===== config.mk =====
export PLATFORM = sky130hd
export DESIGN_NAME = tri_row_window
export DESIGN_NICKNAME = d
export VERILOG_FILES = /design/src/rtl/tw_pkg.sv /design/src/rtl/row_store.sv /design/src/rtl/pixel_loader.sv /design/src/rtl/window_walker.sv /design/src/rtl/tri_row_window.sv
export SDC_FILE = /design/constraint.sdc
export NUM_CORES = 1
export LEC_CHECK = 0
export BUFFER_PORTS_ARGS = -buffer_cell sky130_fd_sc_hd__buf_4
export CAP_MARGIN = 20
export CORE_ASPECT_RATIO = 0.7
export CORE_MARGIN = 2
export CORE_UTILIZATION = 66
export CTS_CLUSTER_DIAMETER = 40
export DETAILED_ROUTE_END_ITERATION = 10
export GPL_ROUTABILITY_DRIVEN = 0
export GPL_TIMING_DRIVEN = 0
export PLACE_DENSITY_LB_ADDON = 0.15
export SKIP_CTS_REPAIR_TIMING = 1
export SYNTH_ARGS = -nofsm -noshare
export SYNTH_HDL_FRONTEND = slang
export SYNTH_HIERARCHICAL = 1
export SYNTH_SLANG_ARGS = --single-unit
export TNS_END_PERCENT = 5

===== constraint.sdc =====
create_clock -name clk -period 6.5 [get_ports clk]
set_input_delay 1.3 -clock clk [delete_from_list [all_inputs] [get_ports clk]]
set_output_delay 1.3 -clock clk [all_outputs]
set_load 0.02 [all_outputs]

===== src/rtl/tw_pkg.sv =====
// Package tw_pkg: shared slot type and modulo-3 slot helpers for the
// three-row circular window store. Assumes slot codes 0..2 only.
package tw_pkg;

    typedef logic [1:0] slot_t;

    // Advance a slot index by one, wrapping 2 -> 0.
    function automatic slot_t slot_step(slot_t s);
        return (s == 2'd2) ? 2'd0 : s + 2'd1;
    endfunction

    // Add an offset of 0..2 to a slot index, modulo 3.
    function automatic slot_t slot_offset(slot_t s, logic [1:0] n);
        logic [2:0] t;
        t = {1'b0, s} + {1'b0, n};
        return (t >= 3'd3) ? slot_t'(t - 3'd3) : slot_t'(t);
    endfunction

endpackage


===== src/rtl/row_store.sv =====
// Module row_store: three row slots of DEPTH pixel words each. One
// synchronous write port and one combinational read port.
// Assumes the caller never writes a location in the cycle it reads it.
module row_store #(
    parameter int PIX_W = 8,
    parameter int DEPTH = 32,
    parameter int AW    = 5
) (
    input  logic             clk,
    input  logic             wr_en,
    input  tw_pkg::slot_t    wr_slot,
    input  logic [AW-1:0]    wr_col,
    input  logic [PIX_W-1:0] wr_data,
    input  tw_pkg::slot_t    rd_slot,
    input  logic [AW-1:0]    rd_col,
    output logic [PIX_W-1:0] rd_data
);
    logic [PIX_W-1:0] slot_q [3];

    for (genvar g = 0; g < 3; g++) begin : g_slot
        logic [PIX_W-1:0] mem [DEPTH];

        // Store an accepted pixel into this slot when it is the target.
        always_ff @(posedge clk) begin
            if (wr_en && (wr_slot == tw_pkg::slot_t'(g)))
                mem[wr_col] <= wr_data;
        end

        assign slot_q[g] = mem[rd_col];
    end

    // Select the slot holding the requested window row.
    always_comb begin
        case (rd_slot)
            2'd0:    rd_data = slot_q[0];
            2'd1:    rd_data = slot_q[1];
            default: rd_data = slot_q[2];
        endcase
    end
endmodule


===== src/rtl/pixel_loader.sv =====
// Module pixel_loader: tracks the raster position of the next input pixel
// and decides whether it may be accepted without clobbering a row that a
// pending window still needs. Assumes the reader never lags more than one
// row behind once row 3 has started.
module pixel_loader #(
    parameter int CW = 6,
    parameter int RW = 6
) (
    input  logic          clk,
    input  logic          rst_n,
    input  logic [CW-1:0] cfg_width,
    input  logic [RW-1:0] cfg_height,
    input  logic          in_valid,
    output logic          in_ready,
    input  logic [RW-1:0] rd_row,
    input  logic [CW-1:0] rd_col,
    input  logic          frame_done,
    output logic [RW-1:0] wr_row,
    output logic [CW-1:0] wr_col,
    output tw_pkg::slot_t wr_slot,
    output logic          wr_en,
    output logic          frame_full
);
    import tw_pkg::*;

    logic [CW:0]   col_need;
    logic          lag_ok;
    logic [CW-1:0] last_col;
    logic [RW-1:0] last_row;

    assign last_col = cfg_width - CW'(1);
    assign last_row = cfg_height - RW'(1);

    // Overwriting column j of the oldest row is safe once the reader is past column j+2.
    always_comb begin
        col_need = {1'b0, wr_col} + (CW+1)'(3);
        lag_ok   = (rd_row == wr_row - RW'(1)) && ({1'b0, rd_col} >= col_need);
        in_ready = !frame_full &&
                   ((wr_row < RW'(3)) || (rd_row >= wr_row) || lag_ok);
    end

    assign wr_en = in_valid && in_ready;

    // Advance the write position and mark the frame complete on its last pixel.
    always_ff @(posedge clk) begin
        if (!rst_n) begin
            wr_row     <= '0;
            wr_col     <= '0;
            wr_slot    <= 2'd0;
            frame_full <= 1'b0;
        end else if (frame_done) begin
            frame_full <= 1'b0;
        end else if (wr_en) begin
            if (wr_col == last_col) begin
                wr_col <= '0;
                if (wr_row == last_row) begin
                    wr_row     <= '0;
                    wr_slot    <= 2'd0;
                    frame_full <= 1'b1;
                end else begin
                    wr_row  <= wr_row + RW'(1);
                    wr_slot <= slot_step(wr_slot);
                end
            end else begin
                wr_col <= wr_col + CW'(1);
            end
        end
    end
endmodule


===== src/rtl/window_walker.sv =====
// Module window_walker: steps through window positions and the nine
// kernel elements of each, in row-major kernel order, and addresses the
// row store. Assumes width and height are at least 3 and stay fixed
// during a frame.
module window_walker #(
    parameter int CW = 6,
    parameter int RW = 6,
    parameter int AW = 5
) (
    input  logic          clk,
    input  logic          rst_n,
    input  logic [CW-1:0] cfg_width,
    input  logic [RW-1:0] cfg_height,
    input  logic [RW-1:0] wr_row,
    input  logic [CW-1:0] wr_col,
    input  logic          frame_full,
    input  logic          out_ready,
    output logic          out_valid,
    output logic          win_last,
    output logic          frame_last,
    output tw_pkg::slot_t sel_slot,
    output logic [AW-1:0] sel_col,
    output logic [RW-1:0] rd_row,
    output logic [CW-1:0] rd_col,
    output logic          frame_done
);
    import tw_pkg::*;

    logic [1:0]    kr, kc;
    slot_t         rd_slot;
    logic          fire;
    logic [CW-1:0] col_full;
    logic [CW-1:0] last_col;
    logic [RW-1:0] last_row;

    assign last_col = cfg_width - CW'(1);
    assign last_row = cfg_height - RW'(1);

    // A window is ready once its bottom-right pixel has been written.
    assign out_valid = frame_full || (wr_row > rd_row) ||
                       ((wr_row == rd_row) && (wr_col > rd_col));

    assign win_last   = (kr == 2'd2) && (kc == 2'd2);
    assign frame_last = win_last && (rd_row == last_row) && (rd_col == last_col);
    assign fire       = out_valid && out_ready;
    assign frame_done = fire && frame_last;

    // Address of the current element: the top window row sits one slot after the bottom row.
    always_comb begin
        sel_slot = slot_offset(slot_step(rd_slot), kr);
        col_full = rd_col - CW'(2) + {{(CW-2){1'b0}}, kc};
        sel_col  = col_full[AW-1:0];
    end

    // Step kernel column, kernel row, window column, window row in that order.
    always_ff @(posedge clk) begin
        if (!rst_n) begin
            rd_row  <= RW'(2);
            rd_col  <= CW'(2);
            kr      <= 2'd0;
            kc      <= 2'd0;
            rd_slot <= 2'd2;
        end else if (fire) begin
            if (kc == 2'd2) begin
                kc <= 2'd0;
                if (kr == 2'd2) begin
                    kr <= 2'd0;
                    if (rd_col == last_col) begin
                        rd_col <= CW'(2);
                        if (rd_row == last_row) begin
                            rd_row  <= RW'(2);
                            rd_slot <= 2'd2;
                        end else begin
                            rd_row  <= rd_row + RW'(1);
                            rd_slot <= slot_step(rd_slot);
                        end
                    end else begin
                        rd_col <= rd_col + CW'(1);
                    end
                end else begin
                    kr <= kr + 2'd1;
                end
            end else begin
                kc <= kc + 2'd1;
            end
        end
    end

    AST_WIN_UNBROKEN: assert property (@(posedge clk) disable iff (!rst_n) (fire && !win_last) |=> out_valid);
endmodule


===== src/rtl/tri_row_window.sv =====
// Module tri_row_window: raster pixel stream in, serialized 3x3 windows
// out (stride 1, no padding), using a three-row circular line buffer.
// Assumes 3 <= cfg_width <= MAX_W and 3 <= cfg_height <= MAX_H, both
// constant for the duration of a frame.
module tri_row_window #(
    parameter int PIX_W = 8,
    parameter int MAX_W = 32,
    parameter int MAX_H = 32,
    localparam int CW   = $clog2(MAX_W + 1),
    localparam int RW   = $clog2(MAX_H + 1),
    localparam int AW   = $clog2(MAX_W)
) (
    input  logic             clk,
    input  logic             rst_n,
    input  logic [CW-1:0]    cfg_width,
    input  logic [RW-1:0]    cfg_height,
    input  logic             in_valid,
    input  logic [PIX_W-1:0] in_data,
    output logic             in_ready,
    output logic             out_valid,
    output logic [PIX_W-1:0] out_data,
    output logic             out_win_last,
    output logic             out_frame_last,
    input  logic             out_ready
);
    logic [RW-1:0] wr_row, rd_row;
    logic [CW-1:0] wr_col, rd_col;
    tw_pkg::slot_t wr_slot, sel_slot;
    logic [AW-1:0] sel_col;
    logic          wr_en, frame_full, frame_done;

    pixel_loader #(.CW(CW), .RW(RW)) i_loader (
        .clk(clk), .rst_n(rst_n), .cfg_width(cfg_width), .cfg_height(cfg_height),
        .in_valid(in_valid), .in_ready(in_ready), .rd_row(rd_row), .rd_col(rd_col),
        .frame_done(frame_done), .wr_row(wr_row), .wr_col(wr_col), .wr_slot(wr_slot),
        .wr_en(wr_en), .frame_full(frame_full)
    );

    window_walker #(.CW(CW), .RW(RW), .AW(AW)) i_walker (
        .clk(clk), .rst_n(rst_n), .cfg_width(cfg_width), .cfg_height(cfg_height),
        .wr_row(wr_row), .wr_col(wr_col), .frame_full(frame_full), .out_ready(out_ready),
        .out_valid(out_valid), .win_last(out_win_last), .frame_last(out_frame_last),
        .sel_slot(sel_slot), .sel_col(sel_col), .rd_row(rd_row), .rd_col(rd_col),
        .frame_done(frame_done)
    );

    row_store #(.PIX_W(PIX_W), .DEPTH(MAX_W), .AW(AW)) i_store (
        .clk(clk), .wr_en(wr_en), .wr_slot(wr_slot), .wr_col(wr_col[AW-1:0]),
        .wr_data(in_data), .rd_slot(sel_slot), .rd_col(sel_col), .rd_data(out_data)
    );

    AST_READER_LAG: assert property (@(posedge clk) disable iff (!rst_n) (!frame_full && wr_row >= RW'(3)) |-> (rd_row + RW'(1) >= wr_row));
    AST_OUT_HOLD: assert property (@(posedge clk) disable iff (!rst_n) (out_valid && !out_ready) |=> (out_valid && $stable(out_data) && $stable(out_win_last) && $stable(out_frame_last)));
    AST_FRAME_RESTART: assert property (@(posedge clk) disable iff (!rst_n) frame_done |=> (in_ready && !out_valid));
    AST_LAST_CLOSES: assert property (@(posedge clk) disable iff (!rst_n) (out_valid && out_ready && out_frame_last) |=> !out_valid);
endmodule


==> flow_summary.toml, run 1 <==
[setup_path]
path_max_fanout = 10
critPathKind = "reg -> out"
start_kind = "register"
required_ns = 5.20
slowest_stage = "a32oi_1"
crit_path_end_kind = "output port"
r2r-start = "i_loader/wr_col[2]"
crit_chain = "inv_1, ha_1, inv_1, ha_1, a21o_1, a21oi_1, xor2_1, buf_2, inv_2, nor2_1, clkbuf_1, o21ai_0, a32oi_1, o21ai_1, buf_4"
cp_data_arrival_time_ns = 5.23
startpoint = "i_walker/rd_col[1]"
critPathMaxStageDelay_ns = 0.55

[grt]
grt_usage = 0.3460
antenna_found_initial = 0
grt_pass1_wl_um = 127100
gr-total-overflow = 0
grt_max_degree = 97
grt_pass1_vias = 18350

[hold_path]
min_path_type = "reg -> reg"
hold_path_startpoint = "i_walker/rd_slot[0]"

[placement]
pre_cts_slack_ns = 0.2746
io_buffers = 35
dp.cells = 2584
dp.final_hpwl_um = 58240

[timing]
finClkSkew_ns = 0.02219
fmax_ghz = 0.1531
slew_viol_final = 0
min_period_ns = 6.531
grt_setup_unrepaired = "no"
fin_ws_ns = -0.03063
tns_ns = -0.06409
setup_viol = 3
tightest_slew_ns = 1.108
finalHoldViolations = 0
hold_slack_ns = 0.4938
slew_headroom = 0.2584
period_share = 1.005

[yosys]
synth.distinct_cells = 81
synthArstFlopShare = 0
synth_edf_count = 768
synth_area_mm2 = 0.03349
synthFlopType = "edfxtp_1"
synth_area_per_cell_um2 = 17.87
syn-instance-count = 1874
yosysWarnings = 6
synth-seq-cells = 801
synth-seq-area-share = 0.7083
synth_fp_nets = 1943

[flow_run]
maxCapViolations = 0

[drt]
drt-initial-drc-count = 3351
viasPerCell = 7.096
wire_per_inst_um = 32.42
ant_nets = 0
dr.pass1.iters = 7
vias = 19410
drc_errors = 0
wirelength_um = 88680

[die]
die-area_mm2 = 0.05259
start_util = 0.6643
num_rows = 69
die_x_um = 273.3
chipHeight_um = 192.5
pin_count = 36
core_mm2 = 0.05042

[clock_network]
clk_pin_slew_worst_paths_ns = 0.06
numCtsBuffers = 80
cts-root-buf = "clkbuf_16"
clk_latency_ns = 0.64
htree_levels = 3
cts.sinks = 801
cts_tree = "done"
ctsLongestPathBuffers = 3

[finish]
fill_cells = 2914
drive_gt1_frac = 0.2043
final_common_cell = "edfxtp_1"
syn_to_final_growth_pct = 11.38
layout_common_cells = "edfxtp_1 (768), mux4_2 (173), nor2_1 (136)"
instances_no_fill = 2735
nets = 2066
insertedDiodeCount = 0

[pwr]
peakVddDrop_mv = 0.2846
p_total_mw = 10.48
p_leak_nw = 11.92
power_density_mw_per_mm2 = 280.9

[status]
outcome = "complete, but fails checks"
violations = "negative setup slack"
==> path summary, 6_finish.rpt <==
path                                                      to  slack (ns)  cells after the start
worst min-delay path                     i_walker/rd_slot[0]        0.49                      2
worst max register to register  i_store/g_slot[0].mem[14][0]        0.78                     16
worst max-delay path                             out_data[4]       -0.03                     15
worst min register to register           i_walker/rd_slot[0]        0.49                      2
==> power by group <==
part | switching (mW) | leakage [nW] | internal, mW
Clock | 1.97 | 1.25 | 2.63
Combinational | 0.164 | 3.49 | 0.0521
Sequential | 0.00599 | 7.17 | 5.66
Total | 2.14 | 11.9 | 8.34
==> cell families (layout without fill, tap and decap cells) <==
logic type,after synthesis,after routing,synth area share
AO/OA/AOI/OAI,230,230,0.04972
XOR/XNOR,40,40,0.01046
adder cells (fa/ha/maj),45,45,0.01726
buffers and inverters,143,330,0.02084
flip-flops,801,801,0.7083
multiplexers,253,253,0.1404
AND/OR/NAND/NOR,362,362,0.05305
==> cells in the mapped netlist, types with 13 or more instances <==
cell	instances	area share
ha_1	43	0.016
xor2_1	20	0.0052
o21ai_0	41	0.0061
clkbuf_1	39	0.0044
nand3_1	23	0.0034
dfxtp_1	33	0.020
nand2_1	70	0.0078
inv_1	43	0.0048
nor2_1	137	0.015
buf_2	29	0.0043
nand2b_1	13	0.0024
edfxtp_1	768	0.69
mux4_2	173	0.12
nor2b_1	22	0.0041
mux2i_1	76	0.023
a21oi_1	33	0.0049
xnor2_1	20	0.0052
nor3_1	20	0.0030
a21boi_0	14	0.0031
a22oi_1	24	0.0054
==> through the flow <==
step	util	cell area, um2
after floorplan	-	33490
after global placement	0.6862	34600
after detailed placement	0.6865	34610
after CTS	0.7381	37210
after global routing	0.7399	37300
final	0.7399	37300
==> flip-flops by register name (all words and copies together), names as in the netlist <==
name                 count
i_loader/wr_row          6
i_loader/frame_full      1
i_walker/kr              2
i_store/g_slot.mem     768
i_loader/wr_slot         2
i_loader/wr_col          6
i_walker/kc              2
i_walker/rd_row          6
i_walker/rd_col          6
i_walker/rd_slot         2
==> area by class of cell <==
cell class / instances / area [um2] / share of cell area
plain buffers: 97 / 539.3 / 0.01446
repair buffers: 41 / 334.1 / 0.008956
multi-input cells: 930 / 9094 / 0.2438
inverters: 46 / 172.7 / 0.004629
clock buffers: 101 / 2122 / 0.05689
flip-flops and latches: 801 / 23720 / 0.6359
clock inverters: 45 / 475.5 / 0.01275
well taps: 674 / 843.3 / 0.02261
==> routing by layer <==
metal  part of all wire  GRT usage  routed length (um)
met1               0.39     0.5255               34960
met2               0.43     0.4919               38520
met5                  0          0                   0
met3               0.13    0.09270               11950
met4              0.037     0.1221                3244
==> critical path: cells and delay by family (launching register included) <==
kind | cells | cell delay, ns
flip-flops | 1 | 0.54
XOR/XNOR | 1 | 0.31
buffers and inverters | 6 | 1.54
adder cells (fa/ha/maj) | 2 | 0.48
AO/OA/AOI/OAI | 5 | 1.42
AND/OR/NAND/NOR | 1 | 0.30
Power figures use the tool's default switching activity.
==> run 2: changes to the inputs <==
CELL_PAD_IN_SITES_DETAIL_PLACEMENT = 1   (was default)
CELL_PAD_IN_SITES_GLOBAL_PLACEMENT = 1   (was default)
CORE_UTILIZATION = 59   (was 66)
==> run 2 against run 1 <==
  * The flow still finishes with violations (negative setup slack)
  * Flip-flop and latch count unchanged
  * First-iteration DRC count shrank 3.1%
  * Total power increased by 5.4%
==> flow_summary.toml, run 2 (synthesis gave the netlist of run 1 again) <==
[drt]
ant_nets = 0
dr.pass1.iters = 6
wire_per_inst_um = 36.17
vias = 19820
viasPerCell = 7.012
drc_errors = 0
drt-initial-drc-count = 3246
wirelength_um = 102200

[grt]
antenna_found_initial = 3
grt_pass1_vias = 20020
gr-total-overflow = 0
grt_max_degree = 97
grt_usage = 0.3571
grt_pass1_wl_um = 146400

[die]
chipHeight_um = 203.3
core_mm2 = 0.05645
start_util = 0.5934
die_x_um = 288.8
pin_count = 36
num_rows = 73
die-area_mm2 = 0.05872

[placement]
io_buffers = 35
place_area_mm2 = 0.03473
dp.final_hpwl_um = 67060
pre_cts_slack_ns = 0.2077
dp.cells = 2661

[clock_network]
clk_pin_slew_worst_paths_ns = 0.06
cts.sinks = 801
ctsLongestPathBuffers = 3
cts-root-buf = "clkbuf_16"
cts_tree = "done"
numCtsBuffers = 86
htree_levels = 3
clk_latency_ns = 0.65

[pwr]
p_total_mw = 11.04
power_density_mw_per_mm2 = 291.5
p_leak_nw = 12.13
peakVddDrop_mv = 0.2919

[status]
outcome = "complete, but fails checks"
violations = "negative setup slack"

[timing]
slew_viol_final = 0
finalHoldViolations = 0
period_share = 1.003
fin_ws_ns = -0.01637
min_period_ns = 6.516
tns_ns = -0.01637
setup_viol = 1
grt_setup_unrepaired = "yes"
fmax_ghz = 0.1535
tightest_slew_ns = 1.212
slew_headroom = 0.1888
finClkSkew_ns = 0.02434

[setup_path]
critPathKind = "reg -> out"
r2r-start = "i_loader/wr_col[2]"
path_max_fanout = 10
required_ns = 5.20
cp_data_arrival_time_ns = 5.22
start_kind = "register"
startpoint = "i_walker/rd_col[1]"
crit_path_end_kind = "output port"

[finish]
instances_no_fill = 2827
layout_common_cells = "edfxtp_1 (768), mux4_2 (173), nor2_1 (136)"
largest_register = "i_store/g_slot.mem"
final_common_cell = "edfxtp_1"
fill_cells = 4734
drive_gt1_frac = 0.2181
final_area_mm2 = 0.03788
insertedDiodeCount = 0
largest_reg_flops = 768
syn_to_final_growth_pct = 13.10
nets = 2075

[flow_run]
maxCapViolations = 0

[hold_path]
min_path_type = "reg -> reg"
hold_path_startpoint = "i_walker/rd_slot[0]"
## run 2: cell count changes in the layout (fill, tap and decap cells not counted), moves of 5 or more
cell / change
clkbuf_1: -9
clkbuf_16: +7
inv_6: +7
buf_2: -5
bufinv_16: +5
clkbuf_4: +5
## run 2: worst paths after layout
| check | endpoint | slack (ns) | cells after the start |
|---|---|---|---|
| setup / recovery | out_data[2] | -0.02 | 14 |
| hold / removal | i_walker/rd_slot[0] | 0.50 | 2 |
| setup reg to reg | i_store/g_slot[0].mem[21][0] | 0.33 | 16 |
| hold reg to reg | i_walker/rd_slot[0] | 0.50 | 2 |
## run 2: cell type report
| class | instances | area (um2) | share of cell area |
|---|---|---|---|
| sequential | 801 | 23720 | 0.6263 |
| multi-input combinational | 930 | 9123 | 0.2408 |
| clock buffer | 99 | 2243 | 0.05922 |
| tap | 750 | 938.4 | 0.02477 |
| clock inverter | 60 | 726.9 | 0.01919 |
| buffer | 97 | 555.5 | 0.01467 |
| timing repair buffer | 44 | 397.9 | 0.01050 |
| inverter | 46 | 172.7 | 0.004558 |
## run 2: layer usage
metal,GRT usage,wire [um],vias up
met5,0,25,-
met1,0.5249,40260,10380
met4,0.1325,3659,4
li1,-,-,7829
met2,0.5027,44770,1375
met3,0.1178,13530,238
## run 2: power by group
group | internal, mW | switching, mW
registers | 5.66 | 0.00705
clock network | 3.01 | 2.13
logic | 0.0561 | 0.177
total | 8.72 | 2.32
## run 2: worst max-delay path, cell delays in order, from the launching register on
cell and delay (ns):
dfxtp_1 0.50, inv_1 0.14, ha_1 0.32, inv_1 0.08
ha_1 0.20, inv_1 0.07, fa_1 0.41, xnor2_1 0.42
clkbuf_2 0.50, nor2b_2 0.54, a22oi_1 0.26, a31oi_1 0.48
o21ai_1 0.18, o211ai_1 0.23, buf_4 0.22
## run 2: per-stage QoR
| step | utilization | hold slack [ns] |
|---|---|---|
| 2_1_floorplan | - | 0.4549 |
| 3_3_place_gp | 0.6146 | 0.4658 |
| 3_5_place_dp | 0.6153 | 0.4934 |
| 4_1_cts | 0.6679 | 0.5020 |
| 5_1_grt | 0.6711 | 0.5294 |
| 6_report | 0.6711 | 0.4989 |
